--- src/rtl/pgx_pkg.sv ---
package pgx_pkg;
  typedef enum logic [1:0] {
    ST_IDLE = 2'd0,
    ST_LOOK = 2'd1,
    ST_WALK = 2'd2,
    ST_RESP = 2'd3
  } pgx_state_e;

  localparam logic [1:0] FLT_NONE    = 2'b00;
  localparam logic [1:0] FLT_INVALID = 2'b01;
  localparam logic [1:0] FLT_PROT    = 2'b10;
endpackage

--- src/rtl/pgx_tlb.sv ---
module pgx_tlb #(
  parameter int ENTRIES = 8,
  parameter int VPN_W   = 8,
  parameter int FRAME_W = 6
) (
  input  logic               clk,
  input  logic               rst_n,
  input  logic [VPN_W-1:0]   lk_vpn,
  output logic               lk_hit,
  output logic [FRAME_W-1:0] lk_frame,
  output logic               lk_ro,
  input  logic               inv_all,
  input  logic               fill_en,
  input  logic [VPN_W-1:0]   fill_vpn,
  input  logic [FRAME_W-1:0] fill_frame,
  input  logic               fill_ro
);
  localparam int PTR_W = (ENTRIES > 1) ? $clog2(ENTRIES) : 1;

  logic [ENTRIES-1:0] ent_vld;
  logic [ENTRIES-1:0] ent_hit;
  logic [ENTRIES-1:0] ent_we;
  logic [ENTRIES-1:0] ent_ro;
  logic [VPN_W-1:0]   ent_tag [ENTRIES];
  logic [FRAME_W-1:0] ent_frm [ENTRIES];
  logic [PTR_W-1:0]   vic_ptr_q, vic_ptr_d;
  logic               do_fill;

  // flush wins over a fill in the same cycle
  assign do_fill = fill_en & ~inv_all;

  generate
    for (genvar g = 0; g < ENTRIES; g++) begin : g_slot
      assign ent_we[g]  = do_fill && (vic_ptr_q == PTR_W'(g));
      assign ent_hit[g] = ent_vld[g] && (ent_tag[g] == lk_vpn);
    end
  endgenerate

  always_comb begin
    vic_ptr_d = vic_ptr_q;
    if (do_fill) begin
      vic_ptr_d = (vic_ptr_q == PTR_W'(ENTRIES-1)) ? '0 : vic_ptr_q + PTR_W'(1);
    end
  end

  always_ff @(posedge clk or negedge rst_n) begin
    if (!rst_n) begin
      ent_vld   <= '0;
      vic_ptr_q <= '0;
    end else begin
      if (do_fill) vic_ptr_q <= vic_ptr_d;
      if (inv_all) begin
        ent_vld <= '0;
      end else begin
        for (int i = 0; i < ENTRIES; i++) begin
          if (ent_we[i]) ent_vld[i] <= 1'b1;
        end
      end
    end
  end

  always_ff @(posedge clk) begin
    for (int i = 0; i < ENTRIES; i++) begin
      if (ent_we[i]) begin
        ent_tag[i] <= fill_vpn;
        ent_frm[i] <= fill_frame;
        ent_ro[i]  <= fill_ro;
      end
    end
  end

  always_comb begin
    lk_frame = '0;
    lk_ro    = 1'b0;
    for (int i = 0; i < ENTRIES; i++) begin
      if (ent_hit[i]) begin
        lk_frame = lk_frame | ent_frm[i];
        lk_ro    = lk_ro | ent_ro[i];
      end
    end
  end

  assign lk_hit = |ent_hit;
endmodule

--- src/rtl/pgx_ctrl.sv ---
module pgx_ctrl
  import pgx_pkg::*;
(
  input  logic clk,
  input  logic rst_n,
  input  logic req_valid,
  output logic req_ready,
  input  logic flush,
  input  logic lk_hit,
  input  logic mem_ack,
  input  logic rsp_ready,
  output logic accept,
  output logic hit_done,
  output logic walk_start,
  output logic walk_done,
  output logic walk_commit,
  output logic mem_req,
  output logic rsp_valid
);
  pgx_state_e state_q, state_d;
  logic       drop_q, drop_d;
  logic       use_hit;

  assign use_hit     = lk_hit & ~flush;
  assign accept      = (state_q == ST_IDLE) & req_valid;
  assign hit_done    = (state_q == ST_LOOK) & use_hit;
  assign walk_start  = (state_q == ST_LOOK) & ~use_hit;
  assign walk_done   = (state_q == ST_WALK) & mem_ack;
  assign walk_commit = walk_done & ~drop_q & ~flush;
  assign mem_req     = (state_q == ST_WALK);
  assign rsp_valid   = (state_q == ST_RESP);
  assign req_ready   = (state_q == ST_IDLE);

  always_comb begin
    state_d = state_q;
    case (state_q)
      ST_IDLE: if (req_valid) state_d = ST_LOOK;
      ST_LOOK: state_d = use_hit ? ST_RESP : ST_WALK;
      ST_WALK: if (mem_ack) state_d = ST_RESP;
      ST_RESP: if (rsp_ready) state_d = ST_IDLE;
      default: state_d = ST_IDLE;
    endcase
  end

  always_comb begin
    drop_d = drop_q;
    if (walk_start) begin
      drop_d = 1'b0;
    end else if ((state_q == ST_WALK) && flush) begin
      drop_d = 1'b1;
    end
  end

  always_ff @(posedge clk or negedge rst_n) begin
    if (!rst_n) begin
      state_q <= ST_IDLE;
      drop_q  <= 1'b0;
    end else begin
      state_q <= state_d;
      drop_q  <= drop_d;
    end
  end
endmodule

--- src/rtl/pgx_pte_check.sv ---
module pgx_pte_check
  import pgx_pkg::*;
#(
  parameter int FRAME_W = 6,
  parameter int OFF_W   = 4
) (
  input  logic                     pg_present,
  input  logic                     pg_ro,
  input  logic                     is_write,
  input  logic [FRAME_W-1:0]       frame,
  input  logic [OFF_W-1:0]         offset,
  output logic [1:0]               fault,
  output logic [FRAME_W+OFF_W-1:0] paddr
);
  always_comb begin
    if (!pg_present) begin
      fault = FLT_INVALID;
      paddr = '0;
    end else if (pg_ro && is_write) begin
      fault = FLT_PROT;
      paddr = '0;
    end else begin
      fault = FLT_NONE;
      paddr = {frame, offset};
    end
  end
endmodule

--- src/rtl/pgx_xlate.sv ---
module pgx_xlate #(
  parameter int VA_W        = 12,
  parameter int OFF_W       = 4,
  parameter int FRAME_W     = 6,
  parameter int MA_W        = 10,
  parameter int TLB_ENTRIES = 8
) (
  input  logic                     clk,
  input  logic                     rst_n,
  input  logic                     req_valid,
  output logic                     req_ready,
  input  logic [VA_W-1:0]          req_addr,
  input  logic                     req_write,
  input  logic [MA_W-1:0]          pt_base,
  input  logic                     flush,
  output logic                     rsp_valid,
  input  logic                     rsp_ready,
  output logic [FRAME_W+OFF_W-1:0] rsp_paddr,
  output logic [1:0]               rsp_fault,
  output logic                     mem_req,
  output logic [MA_W-1:0]          mem_addr,
  input  logic                     mem_ack,
  input  logic [FRAME_W+1:0]       mem_rdata
);
  localparam int VPN_W = VA_W - OFF_W;
  localparam int PA_W  = FRAME_W + OFF_W;
  localparam int PTE_W = FRAME_W + 2;

  logic [VA_W-1:0]    va_q;
  logic               wr_q;
  logic [MA_W-1:0]    base_q;
  logic [PA_W-1:0]    paddr_q, paddr_d;
  logic [1:0]         fault_q, fault_d;

  logic               accept, hit_done, walk_start, walk_done, walk_commit;
  logic               lk_hit, lk_ro;
  logic [FRAME_W-1:0] lk_frame;
  logic [VPN_W-1:0]   cur_vpn;
  logic [OFF_W-1:0]   cur_off;

  logic               pte_present, pte_ro;
  logic [FRAME_W-1:0] pte_frame;
  logic               src_present, src_ro;
  logic [FRAME_W-1:0] src_frame;

  assign cur_vpn     = va_q[VA_W-1:OFF_W];
  assign cur_off     = va_q[OFF_W-1:0];
  assign pte_present = mem_rdata[PTE_W-1];
  assign pte_ro      = mem_rdata[PTE_W-2];
  assign pte_frame   = mem_rdata[FRAME_W-1:0];

  pgx_ctrl u_ctrl (
    .clk         (clk),
    .rst_n       (rst_n),
    .req_valid   (req_valid),
    .req_ready   (req_ready),
    .flush       (flush),
    .lk_hit      (lk_hit),
    .mem_ack     (mem_ack),
    .rsp_ready   (rsp_ready),
    .accept      (accept),
    .hit_done    (hit_done),
    .walk_start  (walk_start),
    .walk_done   (walk_done),
    .walk_commit (walk_commit),
    .mem_req     (mem_req),
    .rsp_valid   (rsp_valid)
  );

  pgx_tlb #(
    .ENTRIES (TLB_ENTRIES),
    .VPN_W   (VPN_W),
    .FRAME_W (FRAME_W)
  ) u_tlb (
    .clk        (clk),
    .rst_n      (rst_n),
    .lk_vpn     (cur_vpn),
    .lk_hit     (lk_hit),
    .lk_frame   (lk_frame),
    .lk_ro      (lk_ro),
    .inv_all    (flush),
    .fill_en    (walk_commit & pte_present),
    .fill_vpn   (cur_vpn),
    .fill_frame (pte_frame),
    .fill_ro    (pte_ro)
  );

  // pick the source of the mapping: cached slot or fetched entry
  always_comb begin
    if (hit_done) begin
      src_present = 1'b1;
      src_ro      = lk_ro;
      src_frame   = lk_frame;
    end else begin
      src_present = pte_present;
      src_ro      = pte_ro;
      src_frame   = pte_frame;
    end
  end

  pgx_pte_check #(
    .FRAME_W (FRAME_W),
    .OFF_W   (OFF_W)
  ) u_chk_pte (
    .pg_present (src_present),
    .pg_ro      (src_ro),
    .is_write   (wr_q),
    .frame      (src_frame),
    .offset     (cur_off),
    .fault      (fault_d),
    .paddr      (paddr_d)
  );

  assign mem_addr = base_q + MA_W'(cur_vpn);

  always_ff @(posedge clk or negedge rst_n) begin
    if (!rst_n) begin
      va_q    <= '0;
      wr_q    <= 1'b0;
      base_q  <= '0;
      paddr_q <= '0;
      fault_q <= '0;
    end else begin
      if (accept) begin
        va_q <= req_addr;
        wr_q <= req_write;
      end
      if (walk_start) base_q <= pt_base;
      if (hit_done || walk_done) begin
        paddr_q <= paddr_d;
        fault_q <= fault_d;
      end
    end
  end

  assign rsp_paddr = paddr_q;
  assign rsp_fault = fault_q;
endmodule

--- config.mk ---
export PLATFORM = sky130hd
export DESIGN_NAME = pgx_xlate
export DESIGN_NICKNAME = d
export VERILOG_FILES = /design/src/rtl/pgx_pkg.sv /design/src/rtl/pgx_tlb.sv /design/src/rtl/pgx_ctrl.sv /design/src/rtl/pgx_pte_check.sv /design/src/rtl/pgx_xlate.sv
export SDC_FILE = /design/constraint.sdc
export NUM_CORES = 1
export LEC_CHECK = 0
export CORE_UTILIZATION = 34
export CTS_CLUSTER_SIZE = 16
export DETAILED_ROUTE_END_ITERATION = 16
export DONT_BUFFER_PORTS = 1
export GPL_TIMING_DRIVEN = 0
export PLACE_DENSITY = 0.54
export SETUP_SLACK_MARGIN = 0.02
export SLEW_MARGIN = 10
export SYNTH_ARGS = -nofsm -noshare
export SYNTH_HDL_FRONTEND = slang
export SYNTH_SLANG_ARGS = --single-unit
--- constraint.sdc ---
create_clock -name clk -period 2.5 [get_ports clk]
set_input_delay 0.25 -clock clk [delete_from_list [all_inputs] [get_ports clk]]
set_output_delay 0.25 -clock clk [all_outputs]
set_load 0.02 [all_outputs]
---- Word-level counts from Yosys, hierarchy flattened ----
Memory sizes are Yosys's and may differ from the RTL's.
Index checks and enable logic that the tools add are counted.
word-level totals
  memories ................................ 2
  bits in writable memories ............... 112
  flip-flop bits (word level) ............. 57
  bits of input ports ..................... 37
cells by class
  add/sub/neg operators ................... 2
  reductions and logical operators ........ 46
  bitwise logic cells ..................... 26
  mux-type cells .......................... 98
  equality and inequality tests ........... 21
memory list
  name           depth  bits a word  rd ports  clocked after memory_dff  wr ports  line           source
  u_tlb.ent_tag  8      8            8         0                         1         pgx_tlb.sv:24  logic [VPN_W-1:0] ent_tag [ENTRIES];
  u_tlb.ent_frm  8      6            8         0                         1         pgx_tlb.sv:25  logic [FRAME_W-1:0] ent_frm [ENTRIES];
operators with widths
  kind                 count
  $mux 6               16
  $eq 8x8->1           8
  $mux 8               8
  $reduce_or 8->1      8
  $mux 1               51
  $mux 3               15
  $or 6x6->6           7
  $reduce_or 6->1      7
  $mux 10              2
  $logic_and 1x1->1    18
  $reduce_bool 2->1    9
  $eq 3x3->1 const B   4
  $add 10x8->10        1
  $mux 2               5
  $and 1x1->1          9
  $pmux 2 s4           1
  $or 1x1->1           7
  $eq 3x2->1 const B   2
  $eq 2x2->1 const B   2
  $ne 2x1->1 const B   2
  $add 3x1->3 const B  1
  $eq 3x1->1 const B   1
  $logic_not 3->1      1
  $not 1->1            3
  other kinds (5)      5

---- Longest topological paths before layout ----
An unclocked memory read counts as a cell.
  depth after elaboration ................. 22
  mapped depth ............................ 10
  gate-level depth less buffers ........... 10

---- Cells and area by module ----
From an unflattened synthesis, not the netlist that was laid out.
second synthesis, totals
  cells, all modules ...................... 509
  area total of the unflattened synthesis .. 7,561.0 µm²
by module, submodules not included
  module         area each (µm²)  instances  cells an instance  seq. area each (µm²)
  pgx_tlb        5,451.5          1          334                3,878.7
  pgx_xlate      1,765.4          1          134                875.8
  pgx_ctrl       252.7            1          26                 75.1
  pgx_pte_check  91.3             1          15                 0.0

---- Worst setup path after synthesis ----
OpenSTA, ideal clock, no wires.
  path kind ............................... reg2out
  start ................................... register va_q[5]
  end ..................................... output port mem_addr[8]
  data arrival time ....................... 2.127 ns
  data required time ...................... 2.250 ns
  slack ................................... 0.123 ns
  stages on the path, launching flop included .. 11
  path through ............................ dfrtp_1 -> buf_6 -> inv_1 -> fa_1 -> nor2b_1 -> o21ai_0 -> nand2b_1 -> a21o_1 -> a21oi_1 -> o21ai_0 -> xor2_1
between the ends
  cells in the longest elaborated chain, start to end .. 1
RTL lines
  item                    line              source
  from (decl)             pgx_xlate.sv:29   logic [VA_W-1:0] va_q;
  from (signal assigned)  pgx_xlate.sv:125  va_q <= req_addr;
  $add 10x8->10           pgx_xlate.sv:114  assign mem_addr = base_q + MA_W'(cur_vpn);
  to (decl)               pgx_xlate.sv:21   output logic [MA_W-1:0] mem_addr,
Every way passes these cells.

---- Final worst setup path ----
  start ................................... register va_q[4]
  end ..................................... output port mem_addr[8]
Same word-level chain as after synthesis.

==> results.toml <==
[die]
num_rows = 53
initial_core_util = 0.348
die_y_um = 149
ioPinCount = 62
die_x_um = 149
core_region_area_mm2 = 0.0212
die_area_mm2 = 0.0222

[clocking]
cts_tree = "built"
clk_pin_slew_worst_paths_ps = 60
clockBufferDepth = 2
cts.sinks = 169
root_buffer = "clkbuf_16"
clk_latency_ps = 430
cts_made_buffers = 17
cts_max_level = 4

[timing]
holdWs_ps = 21.0
finalHoldViolCount = 0
rsz0062_at_grt = "yes"
tightest_slew_ps = 916
finalCritPeriodShare = 1.04
setup_viol = 5
skew_ps = 8.55
maxSlewHeadroom = 0.389
drv_slew = 0
post-route-min-period_ps = 2600
fmax_mhz = 385
worst_slack_ps = -100

[detailed_routing]
vias = 4318
route.detailed.drc = 0
drt-initial-drc-count = 250
dr.pass1.iters = 6
routed_via_density = 5.05
drt-total-wl_mm = 17.1
wl_per_cell_um = 20.0
antenna_left = 0

[synthesis]
syn_area_per_cell_um2 = 15.1
yosys_warnings = 0
ys_types = 40
netlist_area_mm2 = 0.00736
synth_cells = 487
synth_seq_area_share = 0.656
synth_largest_area_cell = "edfxtp_1"
synth_top_area_share = 0.490
ys_ff_latch = 169
mappedNetlistNets = 543
ys_top_cells_by_area = "edfxtp_1, dfrtp_1, xnor2_1"

[finish]
nFillCells = 1875
final_nets = 623
area_growth_pct = 23.4
antenna_cells = 0
finalInstanceArea_mm2 = 0.00909
drive_gt1_frac = 0.247

[global_routing]
antenna_found_initial = 0
grt_pass1_wl_mm = 26.3
grt_pass1_vias = 4455
grt_use_total = 0.165
overflow = 0
grt_max_degree = 50

[setup_path]
regToRegStartpoint = "va_q[7]"
crit_required_ps = 2250
path_class = "reg -> out"
end_kind = "output port"
worstReg2RegEnd = "base_q[2]"
r2r_slack_ps = 110
crit_fanout = 2
critPathCapture = "mem_addr[8]"
startpoint_type = "register"
reg2reg_depth = 8
worstPathArrival_ps = 2350
startpoint = "va_q[4]"

[place]
place.gp.congestion = 0.729
io_buffers = 0
hpwl_mm = 10.7
placed_area_mm2 = 0.00770

[power]
p_per_area_mw_per_mm2 = 1160
vdd_drop_max_mv = 0.912
leakage_uw = 0.00348
finalPower_uw = 10500

[status]
status = "finished, violations left"
violations = "setup timing"

[hold_path]
hold_path.class = "in -> reg"

[flow_run]
maxCapViolCount = 0
-- kinds of logic after synthesis --
family / share of synthesized area
xor gates and xnor gates: 0.0877
AOI/OAI and AO/OA: 0.0773
buffers and inverters: 0.0226
DFF: 0.656
adders and majority gates: 0.0333
muxes: 0.0403
and+or+nand+nor: 0.0826
-- cell type report --
type | count | area, um^2 | share of cell area
timing repair buffer | 62 | 588 | 0.0647
inverter | 13 | 48.8 | 0.00537
tap | 275 | 344 | 0.0379
clock buffer | 21 | 460 | 0.0507
multi-input combinational | 292 | 2520 | 0.277
buffer | 12 | 119 | 0.0131
sequential | 169 | 4840 | 0.533
clock inverter | 11 | 170 | 0.0187
-- registers in the layout (all words and copies together), names as in the netlist --
register	cells
rsp_fault	2
u_tlb.ent_vld	8
rsp_paddr	10
u_tlb.vic_ptr_q	3
u_tlb.ent_tag	64
u_ctrl.state_q	2
u_ctrl.drop_q	1
va_q	12
wr_q	1
base_q	10
u_tlb.ent_frm	48
u_tlb.ent_ro	8
-- report_power, final --
| part | leakage (uW) | internal [uW] | switching, uW |
|---|---|---|---|
| Sequential | 0.00169 | 3530 | 549 |
| Clock | 0.000301 | 1720 | 1050 |
| Combinational | 0.00149 | 1620 | 2040 |
| Total | 0.00348 | 6870 | 3640 |
-- worst min-delay path by stage --
stage	startpoint	endpoint	slack, ps	cells past startpoint
floorplan	rst_n	base_q[0]	-50	0
global placement	rst_n	base_q[3]	-40	0
detailed placement	rst_n	base_q[0]	-40	0
CTS	flush	u_ctrl.drop_q	4	2
global route	flush	u_ctrl.drop_q	8	2
finish	flush	u_ctrl.drop_q	20	2
-- what timing repair did --
item                                    CTS  global route
hold buffers                             33             0
gates resized for setup                  47            10
pin swaps                                26            23
setup buffers                            25             5
endpoints found under the setup margin  157           102
endpoints found under the hold margin   129             0
-- per-stage QoR --
step | utilization | setup WS (ps) | std cells | setup TNS (ps)
floorplan | - | 123 | 487 | 0
global placement | 0.364 | -379 | 762 | -35990
detailed placement | 0.364 | -418 | 762 | -44890
CTS | 0.426 | -148 | 850 | -437
global route | 0.430 | -220 | 855 | -859
finish | 0.430 | -100 | 855 | -247
-- per-layer routing --
layer  vias to the layer above  routed length, um  GRT usage
met3                        20                803     0.0385
met1                      2213               7490      0.210
met5                         -                  0          0
met4                         0                246     0.0571
met2                       119               8540      0.274
li1                       1966                  -          -
-- cells in the final DEF, fill, tap and decap left out, types with 15 or more instances in the layout --
| cell type | count |
|---|---|
| a22oi_1 | 28 |
| xnor2_1 | 62 |
| a21oi_1 | 15 |
| edfxtp_1 | 120 |
| buf_4 | 24 |
| nand2_1 | 36 |
| clkbuf_16 | 17 |
| dlygate4sd3_1 | 32 |
| nand4_1 | 15 |
| a21o_1 | 20 |
| dfrtp_1 | 41 |
| ha_1 | 15 |
-- synth_stat cells, drive strengths merged --
| master | count |
|---|---|
| inv | 12 |
| o21ai | 8 |
| nand3 | 11 |
| nand2 | 37 |
| nor2 | 6 |
| a22oi | 28 |
| nor2b | 3 |
| dfrtp | 49 |
| a21o | 21 |
| buf | 11 |
| and2 | 2 |
| nand4 | 15 |
| clkinv | 1 |
| a21boi | 1 |
| nand3b | 1 |
| nor4 | 2 |
| mux2 | 23 |
| ha | 18 |
| or3 | 2 |
| a211oi | 1 |
| a222oi | 1 |
| xnor2 | 70 |
| fa | 1 |
| a41oi | 1 |
| clkbuf | 2 |
| nor4b | 1 |
| xor2 | 2 |
| nand2b | 1 |
| edfxtp | 120 |
| a21oi | 21 |
| and3 | 6 |
| nor3 | 9 |
-- critical path, cell delays in order (launching register included) --
cell and delay (ps):
dfrtp_2 420, ha_4 150, inv_2 30, fa_2 330, nor2b_1 120, o21ai_1 70
nand2b_1 110, a21o_1 140, a21oi_2 70, o21ai_2 190, xor2_2 290
Note: power is estimated with default switching activity, not from simulation.
